## config.mk

```make
export PLATFORM = sky130hd
export DESIGN_NAME = shared_irq_ctrl
export DESIGN_NICKNAME = d
export VERILOG_FILES = /design/src/rtl/shared_irq_pkg.sv /design/src/rtl/irq_sync.sv /design/src/rtl/ack_delay_pipe.sv /design/src/rtl/nmi_edge_det.sv /design/src/rtl/shared_irq_ctrl.sv
export SDC_FILE = /design/constraint.sdc
export NUM_CORES = 1
export LEC_CHECK = 0
export BUFFER_PORTS_ARGS = -buffer_cell sky130_fd_sc_hd__buf_2
export CORE_AREA = 2 2 39 41
export CTS_CLUSTER_SIZE = 12
export DETAILED_ROUTE_END_ITERATION = 16
export DIE_AREA = 0 0 41 43
export GPL_TIMING_DRIVEN = 0
export PLACE_DENSITY = 0.7
export SLEW_MARGIN = 20
export SYNTH_ARGS = -nofsm -noshare
export SYNTH_HDL_FRONTEND = slang
export SYNTH_SLANG_ARGS = --single-unit
```

## constraint.sdc

```tcl
create_clock -name clk_i -period 1.27 [get_ports clk_i]
set_input_delay 0.1905 -clock clk_i [delete_from_list [all_inputs] [get_ports clk_i]]
set_output_delay 0.1905 -clock clk_i [all_outputs]
set_load 0.01 [all_outputs]
```

## src/rtl/shared_irq_pkg.sv

```systemverilog
package shared_irq_pkg;

    localparam int unsigned SYNC_STAGES = 2;
    localparam int unsigned ACK_DELAY   = 2;

    typedef struct packed {
        logic dir;     // 0 line is input, 1 line is driven
        logic mask;    // enable (input mode) or drive level (output mode)
        logic lock;    // host acknowledge lock-out
        logic drv;     // level presented on the pad
        logic mirror;  // line level captured at instruction start
    } ctl_state_t;

    localparam ctl_state_t CTL_RESET = '{
        dir:    1'b0,
        mask:   1'b0,
        lock:   1'b0,
        drv:    1'b1,
        mirror: 1'b1
    };

endpackage

```

## src/rtl/irq_sync.sv

```systemverilog
module irq_sync #(
    parameter int unsigned STAGES    = 2,
    parameter logic        RESET_VAL = 1'b1
) (
    input  logic clk_i,
    input  logic rst_ni,
    input  logic async_i,
    output logic sync_o
);
    logic [STAGES-1:0] chain_d, chain_q;

    always_comb begin
        chain_d = {chain_q[STAGES-2:0], async_i};
    end

    always_ff @(posedge clk_i or negedge rst_ni) begin
        if (!rst_ni) chain_q <= {STAGES{RESET_VAL}};
        else         chain_q <= chain_d;
    end

    assign sync_o = chain_q[STAGES-1];
endmodule

```

## src/rtl/ack_delay_pipe.sv

```systemverilog
module ack_delay_pipe #(
    parameter int unsigned DELAY = 2
) (
    input  logic clk_i,
    input  logic rst_ni,
    input  logic req_i,
    output logic fire_o
);
    logic [DELAY-1:0] stage_d, stage_q;

    generate
        if (DELAY == 1) begin : g_single
            always_comb stage_d = req_i;
        end else begin : g_chain
            always_comb stage_d = {stage_q[DELAY-2:0], req_i};
        end
    endgenerate

    always_ff @(posedge clk_i or negedge rst_ni) begin
        if (!rst_ni) stage_q <= '0;
        else         stage_q <= stage_d;
    end

    assign fire_o = stage_q[DELAY-1];
endmodule

```

## src/rtl/nmi_edge_det.sv

```systemverilog
module nmi_edge_det (
    input  logic clk_i,
    input  logic rst_ni,
    input  logic level_i,
    input  logic recog_i,
    output logic fall_o,
    output logic pend_o
);
    typedef struct packed {
        logic prev;
        logic pend;
    } nmi_state_t;

    nmi_state_t st_d, st_q;

    always_comb begin
        st_d      = st_q;
        fall_o    = st_q.prev & ~level_i;
        st_d.prev = level_i;
        if (recog_i) st_d.pend = 1'b0;
        if (fall_o)  st_d.pend = 1'b1;
    end

    always_ff @(posedge clk_i or negedge rst_ni) begin
        if (!rst_ni) st_q <= '{prev: 1'b1, pend: 1'b0};
        else         st_q <= st_d;
    end

    assign pend_o = st_q.pend;
endmodule

```

## src/rtl/shared_irq_ctrl.sv

```systemverilog
module shared_irq_ctrl
    import shared_irq_pkg::*;
(
    input  logic clk_i,
    input  logic rst_ni,
    input  logic pad_line_i,
    output logic pad_oe_o,
    output logic pad_out_o,
    input  logic instr_t1_i,
    input  logic core_dir_we_i,
    input  logic core_dir_i,
    input  logic core_mask_we_i,
    input  logic core_mask_i,
    input  logic core_lock_we_i,
    input  logic core_lock_i,
    output logic core_dir_o,
    output logic core_mask_o,
    output logic core_lock_o,
    output logic line_mirror_o,
    input  logic host_ack_we_i,
    input  logic host_ack_wdata_i,
    output logic host_ack_rd_o,
    input  logic nmi_i,
    output logic irq_pend_o,
    input  logic irq_recog_i,
    output logic nmi_pend_o,
    input  logic nmi_recog_i
);
    ctl_state_t ctl_d, ctl_q;
    logic       line_s;
    logic       nmi_s;
    logic       ack_req;
    logic       ack_fire;
    logic       nmi_fall;

    irq_sync #(.STAGES(SYNC_STAGES), .RESET_VAL(1'b1)) u_line_sync (
        .clk_i  (clk_i),
        .rst_ni (rst_ni),
        .async_i(pad_line_i),
        .sync_o (line_s)
    );

    irq_sync #(.STAGES(SYNC_STAGES), .RESET_VAL(1'b1)) u_nmi_sync (
        .clk_i  (clk_i),
        .rst_ni (rst_ni),
        .async_i(nmi_i),
        .sync_o (nmi_s)
    );

    // Lock is judged on the edge that samples the host write.
    assign ack_req = host_ack_we_i & host_ack_wdata_i & ~ctl_q.lock;

    ack_delay_pipe #(.DELAY(ACK_DELAY)) u_ack_pipe (
        .clk_i (clk_i),
        .rst_ni(rst_ni),
        .req_i (ack_req),
        .fire_o(ack_fire)
    );

    nmi_edge_det u_nmi (
        .clk_i  (clk_i),
        .rst_ni (rst_ni),
        .level_i(nmi_s),
        .recog_i(nmi_recog_i),
        .fall_o (nmi_fall),
        .pend_o (nmi_pend_o)
    );

    always_comb begin
        ctl_d = ctl_q;
        if (core_dir_we_i)  ctl_d.dir  = core_dir_i;
        if (core_lock_we_i) ctl_d.lock = core_lock_i;
        // host toggle first, a coincident core write overrides it
        if (ack_fire && ctl_q.dir) ctl_d.mask = ~ctl_q.mask;
        if (core_mask_we_i)        ctl_d.mask = core_mask_i;
        if (instr_t1_i) begin
            ctl_d.mirror = line_s;
            if (ctl_q.dir) ctl_d.drv = ctl_q.mask;
        end
    end

    always_ff @(posedge clk_i or negedge rst_ni) begin
        if (!rst_ni) ctl_q <= CTL_RESET;
        else         ctl_q <= ctl_d;
    end

    assign pad_oe_o      = ctl_q.dir;
    assign pad_out_o     = ctl_q.drv;
    assign core_dir_o    = ctl_q.dir;
    assign core_mask_o   = ctl_q.mask;
    assign core_lock_o   = ctl_q.lock;
    assign host_ack_rd_o = ctl_q.mask;
    assign line_mirror_o = ctl_q.mirror;
    assign irq_pend_o    = ~ctl_q.dir & ~line_s & ctl_q.mask;
endmodule

```

# Word level (Yosys, flattened, before mapping)
# Cells that the tools add are included.
# op_classes
mux	4
n_bitwise	10
reduce_logical	4
# ops
cell	n
$and 1x1->1	5
$not 1->1	5
$mux 1	4
$reduce_bool 2->1	2
$reduce_and 2->1	1
$logic_and 1x1->1	1
# word_totals
reg_bits	13
output_inout_bits	9
wordCells	28

# Longest topological paths before layout
# Gate-level depths: netlist of the first run.
# logic_depth
word_depth	3
mapped_depth	2
mapped_depth_nobuf	2

# Cells and area by module
# A second synthesis of the first run with hierarchy kept.
# unflattened
cells_unflattened	30
hier_area_um2	470.5
# modules_own_cells
mod	n_inst	cells_each	area_each_um2
shared_irq_ctrl	1	19	239.0
irq_sync	2	2	52.6
nmi_edge_det	1	5	76.3
ack_delay_pipe	1	2	50.0

# Worst setup path before layout of the first run
# No wires, ideal clock.
# synth_timing
path_type	reg2reg
startpoint	register ctl_q (netlist bit core_mask_o)
endpoint	register ctl_q (netlist bit core_mask_o)
setup_time_ns	0.126
t_arrival_ns	0.864
required_time_ns	1.144
path_slack_ns	0.280
path_stages_with_launch	3
period_less_slack_ns	0.990
path_cell_list	dfrtp_1 > nor2b_1 > a221o_1
# synth_via
elab_chain_cells	3
# synth_lines
element	line_no	source
from (decl)	shared_irq_ctrl.sv:29	ctl_state_t ctl_d, ctl_q;
from (signal assigned)	shared_irq_ctrl.sv:84	else ctl_q <= ctl_d;
$not 1->1	shared_irq_ctrl.sv:74	if (ack_fire && ctl_q.dir) ctl_d.mask = ~ctl_q.mask;
$mux 1	shared_irq_ctrl.sv:74	
$mux 1	shared_irq_ctrl.sv:75	if (core_mask_we_i) ctl_d.mask = core_mask_i;
# No other way between the ends. The select of a mux whose other input is x is not followed.
# A chain may end at the register's enable or synchronous reset.

# Final worst setup path of the first run
# layout_timing
startpoint	register ctl_q (netlist bit core_dir_o)
endpoint	output irq_pend_o
# layout_via
elab_chain_cells	3
# layout_lines
element	line_no	source
$not 1->1	shared_irq_ctrl.sv:94	assign irq_pend_o = ~ctl_q.dir & ~line_s & ctl_q.mask;
$and 1x1->1 (2 in series)	shared_irq_ctrl.sv:94	
to (decl)	shared_irq_ctrl.sv:24	output logic irq_pend_o,
# No other way between the ends.

==> results of run 1 <==
## worst max-delay path, cell delays in order, from the launching register on
cell                      delay [ps]
sky130_fd_sc_hd__dfrtp_2         440
sky130_fd_sc_hd__nor3b_2         150
sky130_fd_sc_hd__buf_2           140
## worst min path at each step
stage | from | end | cells after the start
after floorplan | rst_ni | core_dir_o | 0
after global placement | rst_ni | core_lock_o | 1
after detailed placement | rst_ni | core_lock_o | 1
after CTS | nmi_i | u_nmi_sync.chain_q[0] | 1
after global routing | nmi_recog_i | u_nmi.pend_o | 2
final | nmi_recog_i | u_nmi.pend_o | 2
## layout make-up
type	instances	area, um2
inverters	2	7.51
plain buffers	2	15.0
fillers	132	722
multi-input cells	13	109
clock buffers	4	26.3
repair buffers	26	148
flip-flops and latches	13	337
well taps	16	20.0
## routing by layer
metal / wire [um] / GRT usage [%] / vias up
met5: 0 / 0 / -
met4: 0 / 6.00 / 0
met3: 82 / 3.14 / 0
met2: 356 / 14.4 / 21
met1: 340 / 13.5 / 141
li1: - / - / 157
## layout by cell type (no fill, tap or decap)
cell type,n
sky130_fd_sc_hd__clkbuf_4,3
sky130_fd_sc_hd__buf_2,22
sky130_fd_sc_hd__mux2_2,1
sky130_fd_sc_hd__mux2_4,1
sky130_fd_sc_hd__buf_4,3
sky130_fd_sc_hd__nor4bb_1,1
sky130_fd_sc_hd__clkbuf_1,1
sky130_fd_sc_hd__a221o_1,1
sky130_fd_sc_hd__dlygate4sd3_1,3
sky130_fd_sc_hd__dfrtp_1,4
sky130_fd_sc_hd__o22ai_1,1
sky130_fd_sc_hd__mux2_1,2
sky130_fd_sc_hd__dfstp_2,7
sky130_fd_sc_hd__nor2b_1,1
sky130_fd_sc_hd__nand2_1,3
sky130_fd_sc_hd__dfrtp_2,2
sky130_fd_sc_hd__nor3b_2,1
sky130_fd_sc_hd__inv_1,2
sky130_fd_sc_hd__nor2_1,1
## report_power, final
part | switching [mW] | total [mW] | internal [mW]
logic | 0.0560 | 0.137 | 0.0810
registers | 0.0233 | 0.488 | 0.464
clock network | 0.118 | 0.239 | 0.121
## per-stage QoR
stage / area (um2) / power, mW / hold slack, ps / setup slack (ps) / utilization [%]
floorplan: 460 / 0.551 / -105 / 280 / -
global placement: 591 / 0.614 / 78.3 / 279 / 42.7
detailed placement: 591 / 0.621 / 82.0 / 262 / 42.7
CTS: 628 / 0.872 / 4.09 / 7.49 / 45.4
global route: 662 / 0.928 / 79.7 / 2.48 / 47.8
finish: 662 / 0.864 / 111 / 80.3 / 47.8
## logic make-up (layout without fill, tap and decap cells)
group	count (synthesis)	after routing	synth area share [%]
AO/OA/AOI/OAI	2	2	3.53
buffers and inverters	4	34	4.89
flip-flops	13	13	72.6
multiplexers	4	4	10.6
AND/OR/NAND/NOR	7	7	8.42
## timing repair
item	CTS	global route
buffers inserted	0	1
setup endpoints to repair	1	1
gates cloned	0	0
hold buffers	1	2
pin swaps	0	1
gates resized for setup	1	2
endpoints found under the hold margin	6	2
==> impl_metrics.py, run 1 <==
metrics = {
    "setup_path": {
        "critical_path.max_fanout": 7,
        "setup.worst_path.start_class": "flop",
        "worst_r2r_startpoint": "core_dir_o",
        "critPathArrivalTime_ps": 1000,
        "critical_path.endpoint": "irq_pend_o",
        "setup.worst_path.start": "core_dir_o",
        "reg2reg_slack_ps": 250,
        "critPathRequiredTime_ps": 1080,
        "crit-reg2reg-capture": "pad_out_o",
        "r2r_cells": 3,
        "path_class": "flop to output port",
        "endpoint_kind": "output port",
    },
    "timing": {
        "min_period_over_period_pct": 93.7,
        "achievable-frequency_ghz": 0.841,
        "timing.final.crit_period_ps": 1190,
        "slew_violations": 0,
        "timing.final.hold_violations": 0,
        "fin_skew_ps": 0.750,
        "transition_at_the_pin_with_the_smallest_max_transition_slack_ps": 259,
        "fin_setup_tns_ps": 0,
        "finalSetupViolations": 0,
        "slew_headroom_pct": 82.5,
        "grt_setup_unrepaired": "no",
    },
    "floorplan": {
        "start_util_pct": 33.3,
        "core_area_mm2": 0.00138,
        "die_area_mm2": 0.00176,
        "floorplan.die.height_um": 43,
        "core.rowCount": 14,
        "io-pin-count": 24,
        "die_width_um": 41,
    },
    "synthesis": {
        "ys_ff_latch": 13,
        "list_of_most_frequent_post_synthesis_cells": "7 x sky130_fd_sc_hd__dfstp_2, 6 x sky130_fd_sc_hd__dfrtp_1, 3 x sky130_fd_sc_hd__nand2_1",
        "netlist_instances": 30,
        "postSynthNetCount": 45,
        "yosys-top-cells-area": "sky130_fd_sc_hd__dfstp_2 40%, sky130_fd_sc_hd__dfrtp_1 33%, sky130_fd_sc_hd__mux2_1 4.9%, sky130_fd_sc_hd__buf_4 3.3%, sky130_fd_sc_hd__mux2_4 3.3%",
        "synth-edff-count": 0,
        "syn_avg_cell_area_um2": 15.3,
        "synth_area_um2": 460,
        "netlist.area_leader.share_pct": 39.9,
        "synth.lib_cells_used.distinct": 14,
        "synthArstFlopShare_pct": 100,
        "seq_area_frac_synth_pct": 72.6,
        "ys_warn_count": 0,
        "synth_most_common_cell": "sky130_fd_sc_hd__dfstp_2",
        "yosys_most_used_dff": "sky130_fd_sc_hd__dfstp_2",
        "post-synth-top-area-cell": "sky130_fd_sc_hd__dfstp_2",
    },
    "clock_tree": {
        "cts_sinks": 13,
        "tritoncts": "built",
        "latest_clock_arrival_within_the_worst_skew_pair_ps": 260,
        "root_buffer": "sky130_fd_sc_hd__clkbuf_4",
        "ctsLongestPathBuffers": 2,
        "number_of_h_tree_levels": 1,
        "tritoncts.num_buffers": 3,
        "cts.clk_slew.worst_paths_ps": 70,
    },
    "final_layout": {
        "largest_registers": "u_ack_pipe.stage_q: 2 flops, u_line_sync.chain_q: 2 flops, u_nmi_sync.chain_q: 2 flops",
        "final_cells": 76,
        "final_net_count": 76,
        "antennaDiodeCount": 0,
        "syn2layout_area_growth_pct": 43.7,
        "fraction_of_final_layout_cells_with_drive_strength_greater_than_1_pct": 66.7,
    },
    "power_and_ir_drop": {
        "irDropWorstVdd_v": 0.000560,
        "pleak_nw": 0.327,
        "powerDensity_mw_per_mm2": 1310,
    },
    "drt": {
        "per_cell_via_count_in_the_routed_design": 4.20,
        "detail_route.wirelength_um": 779,
        "remaining_drcs": 0,
        "route.vias.total": 319,
        "detail-route-antenna-nets": 0,
        "drtPass1Iterations": 1,
        "detailedRoute.firstIterationViolations": 0,
        "wl_per_cell_um": 10.3,
    },
    "status": {
        "result_of_the_run": "finished, final reports clean",
    },
    "run": {
        "max-cap-violations": 0,
    },
    "global_routing": {
        "grt_antenna_before_repair": 0,
        "overflow": 0,
        "grt_pass1_wl_um": 1190,
        "grt_start_max_net_pins": 14,
        "grtUsageTotal_pct": 10.3,
        "first_global_vias": 309,
    },
    "min_path": {
        "hold_class": "input pin to flop",
    },
    "placement": {
        "placement.io_buffers": 22,
        "placed_cells": 68,
        "detailed_place_hpwl_um": 585,
        "place.gp.congestion": 0.650,
    },
}
(Power assumes the default switching activity.)
==> inputs of run 2 (changes only) <==
--- a/config.mk
+++ b/config.mk
@@ -5,13 +5,14 @@
 export SDC_FILE = /design/constraint.sdc
 export NUM_CORES = 1
 export LEC_CHECK = 0
+export ABC_AREA = 1
 export BUFFER_PORTS_ARGS = -buffer_cell sky130_fd_sc_hd__buf_2
 export CORE_AREA = 2 2 39 41
 export CTS_CLUSTER_SIZE = 12
 export DETAILED_ROUTE_END_ITERATION = 16
 export DIE_AREA = 0 0 41 43
 export GPL_TIMING_DRIVEN = 0
-export PLACE_DENSITY = 0.7
+export PLACE_DENSITY = 0.71
 export SLEW_MARGIN = 20
 export SYNTH_ARGS = -nofsm -noshare
 export SYNTH_HDL_FRONTEND = slang
==> impl_metrics.py, run 2 <==
metrics = {
    "status": {
        "result_of_the_run": "finished, final reports clean",
    },
    "floorplan": {
        "core.rowCount": 14,
        "start_util_pct": 34.0,
        "die_area_mm2": 0.00176,
        "die_width_um": 41,
        "floorplan.die.height_um": 43,
        "io-pin-count": 24,
        "core_area_mm2": 0.00138,
    },
    "setup_path": {
        "worst_r2r_startpoint": "core_dir_o",
        "critPathArrivalTime_ps": 1020,
        "crit-reg2reg-capture": "core_mask_o",
        "setup.worst_path.start": "core_dir_o",
        "critical_path.max_fanout": 3,
        "critPathRequiredTime_ps": 1080,
        "setup.worst_path.start_class": "flop",
        "r2r_cells": 5,
        "endpoint_kind": "output port",
        "critical_path.endpoint": "irq_pend_o",
        "reg2reg_slack_ps": 400,
        "path_class": "flop to output port",
    },
    "min_path": {
        "hold_class": "input pin to flop",
    },
    "drt": {
        "drtPass1Iterations": 3,
        "met2_wl_um": 341,
        "met1_length_um": 304,
        "detail-route-antenna-nets": 0,
        "wl_met3_um": 97,
        "route.vias.total": 374,
        "per_cell_via_count_in_the_routed_design": 4.30,
        "remaining_drcs": 0,
        "highest_routed_layer": "met3",
        "wl_per_cell_um": 8.53,
        "detailedRoute.firstIterationViolations": 1,
        "detail_route.wirelength_um": 742,
    },
    "timing": {
        "transition_at_the_pin_with_the_smallest_max_transition_slack_ps": 275,
        "timing.final.crit_period_ps": 1210,
        "hold-worst-slack_ps": 19.2,
        "slew_violations": 0,
        "slew_headroom_pct": 81.7,
        "min_period_over_period_pct": 95.1,
        "timing.final.hold_violations": 0,
        "fin_skew_ps": 2.67,
        "grt_setup_unrepaired": "no",
        "fin_setup_tns_ps": 0,
        "finalSetupViolations": 0,
        "achievable-frequency_ghz": 0.828,
    },
    "placement": {
        "detailed_place_hpwl_um": 566,
        "place.gp.congestion": 0.559,
        "placement.cell_area_um2": 601,
        "placement.io_buffers": 22,
        "placed_cells": 80,
    },
    "power_and_ir_drop": {
        "irDropWorstVdd_v": 0.000610,
        "seq_power_share_pct": 56.7,
        "pleak_nw": 0.353,
        "net-switching-power_mw": 0.196,
        "share_clk_of_total_power_pct": 28.2,
        "powerDensity_mw_per_mm2": 1280,
        "power.combinational.fraction_pct": 15.1,
        "p_int_mw": 0.644,
        "net_sw_share_pct": 23.3,
    },
    "synthesis": {
        "postSynthNetCount": 57,
        "synth_area_um2": 470,
        "seq_area_frac_synth_pct": 71.0,
        "synth-simple-area-share_pct": 14.6,
        "list_of_most_frequent_post_synthesis_cells": "8 x sky130_fd_sc_hd__nand2_1, 7 x sky130_fd_sc_hd__dfstp_2, 6 x sky130_fd_sc_hd__dfrtp_1, 6 x sky130_fd_sc_hd__inv_1, 3 x sky130_fd_sc_hd__nor2_1",
        "netlist_instances": 42,
        "yosys-top-cells-area": "sky130_fd_sc_hd__dfstp_2 39%, sky130_fd_sc_hd__dfrtp_1 32%, sky130_fd_sc_hd__nand2_1 6.4%, sky130_fd_sc_hd__inv_1 4.8%, sky130_fd_sc_hd__buf_4 3.2%",
        "synth-edff-count": 0,
        "ys_ff_latch": 13,
        "ys_warn_count": 0,
        "yosys.area_share.adder_pct": 0,
        "synthArstFlopShare_pct": 100,
        "post-synth-top-area-cell": "sky130_fd_sc_hd__dfstp_2",
        "synth.lib_cells_used.distinct": 13,
        "yosys-mux-area-fraction_pct": 0,
        "synth_most_common_cell": "sky130_fd_sc_hd__nand2_1",
        "netlist.area_leader.share_pct": 39.1,
        "synth_compound_area_share_pct": 5.59,
        "synth_xor_xnor_area_share_pct": 0,
        "synth_top_family_by_area": "simple AND/OR/NAND/NOR gates",
        "syn_avg_cell_area_um2": 11.2,
        "yosys_most_used_dff": "sky130_fd_sc_hd__dfstp_2",
    },
    "global_routing": {
        "grtUsageTotal_pct": 10.5,
        "first_global_vias": 319,
        "overflow": 0,
        "grt_antenna_before_repair": 0,
        "grt_start_max_net_pins": 14,
        "grt_pass1_wl_um": 1180,
    },
    "final_layout": {
        "layout_commonest_cell": "sky130_fd_sc_hd__buf_2",
        "area_of_the_multi_input_gates_um2": 95.1,
        "largest_registers": "u_ack_pipe.stage_q: 2 flops, u_line_sync.chain_q: 2 flops, u_nmi_sync.chain_q: 2 flops",
        "seq_area_um2": 335,
        "final_core_utilization_pct": 47.4,
        "most-common-layout-cells": "22 x sky130_fd_sc_hd__buf_2, 8 x sky130_fd_sc_hd__nand2_1, 7 x sky130_fd_sc_hd__dfstp_2, 6 x sky130_fd_sc_hd__inv_1, 5 x sky130_fd_sc_hd__dfrtp_1",
        "antennaDiodeCount": 0,
        "post-route-cell-area_um2": 656,
        "syn2layout_area_growth_pct": 39.4,
        "final_cells": 87,
        "fillerInstances": 135,
        "final_net_count": 87,
        "fraction_of_final_layout_cells_with_drive_strength_greater_than_1_pct": 56.3,
    },
    "clock_tree": {
        "cts_sinks": 13,
        "tritoncts.num_buffers": 3,
        "ctsLongestPathBuffers": 2,
        "latest_clock_arrival_within_the_worst_skew_pair_ps": 270,
        "tritoncts": "built",
        "number_of_h_tree_levels": 1,
        "root_buffer": "sky130_fd_sc_hd__clkbuf_4",
        "cts.clk_slew.worst_paths_ps": 70,
    },
    "run": {
        "max-cap-violations": 0,
    },
}
==> run 2: kinds of logic after synthesis <==
kind of cell | Yosys count
DFF | 13
AOI/OAI and AO/OA | 5
and+or+nand+nor | 15
buffers and inverters | 9
==> run 2: per-layer routing <==
layer  GRT usage, %  up-vias
met5              0        -
met4           6.00        0
met3           6.28        0
met2           15.3       21
met1           11.1      166
li1               -      187
==> run 2: layout make-up <==
class	instances	share of cell area, %
timing repair buffer	25	21.0
clock buffer	4	4.01
sequential	13	51.1
multi-input combinational	20	14.5
inverter	7	4.01
buffer	2	2.29
tap	16	3.05
==> run 2: power groups by stage <==
stage,sequential [mW],combinational [mW],clock [mW]
after CTS,0.479,0.120,0.255
after global placement,0.484,0.114,0
after floorplan,0.495,0.0441,0
final,0.477,0.127,0.237
after global routing,0.481,0.145,0.274
after detailed placement,0.486,0.118,0
==> run 2: what timing repair did <==
action / in CTS / in global routing
setup endpoints to repair: 0 / 1
gates resized for setup: 0 / 1
hold buffers: 1 / 1
setup buffers: 0 / 1
hold endpoints to repair: 6 / 1
==> run 2: worst min path at each step <==
| stage | cells after the start | from | slack, ps | end |
|---|---|---|---|---|
| after floorplan | 0 | rst_ni | -110 | core_dir_o |
| after global placement | 1 | rst_ni | 80 | core_mask_o |
| after detailed placement | 1 | rst_ni | 80 | core_mask_o |
| after CTS | 1 | nmi_i | 6 | u_nmi_sync.chain_q[0] |
| after global routing | 1 | pad_line_i | 0.6 | u_line_sync.chain_q[0] |
| final | 1 | pad_line_i | 20 | u_line_sync.chain_q[0] |
==> run 2: critical path: stages, from the launching register on <==
cell and delay, ps:
sky130_fd_sc_hd__dfrtp_2 420, sky130_fd_sc_hd__nor3_1 180, sky130_fd_sc_hd__buf_2 150
==> run 2: per-stage QoR <==
step / power [mW] / worst slack, ps
floorplan: 0.539 / 302
global placement: 0.599 / 320
detailed placement: 0.603 / 307
CTS: 0.855 / 4.93
global route: 0.900 / 2.21
finish: 0.841 / 62.6
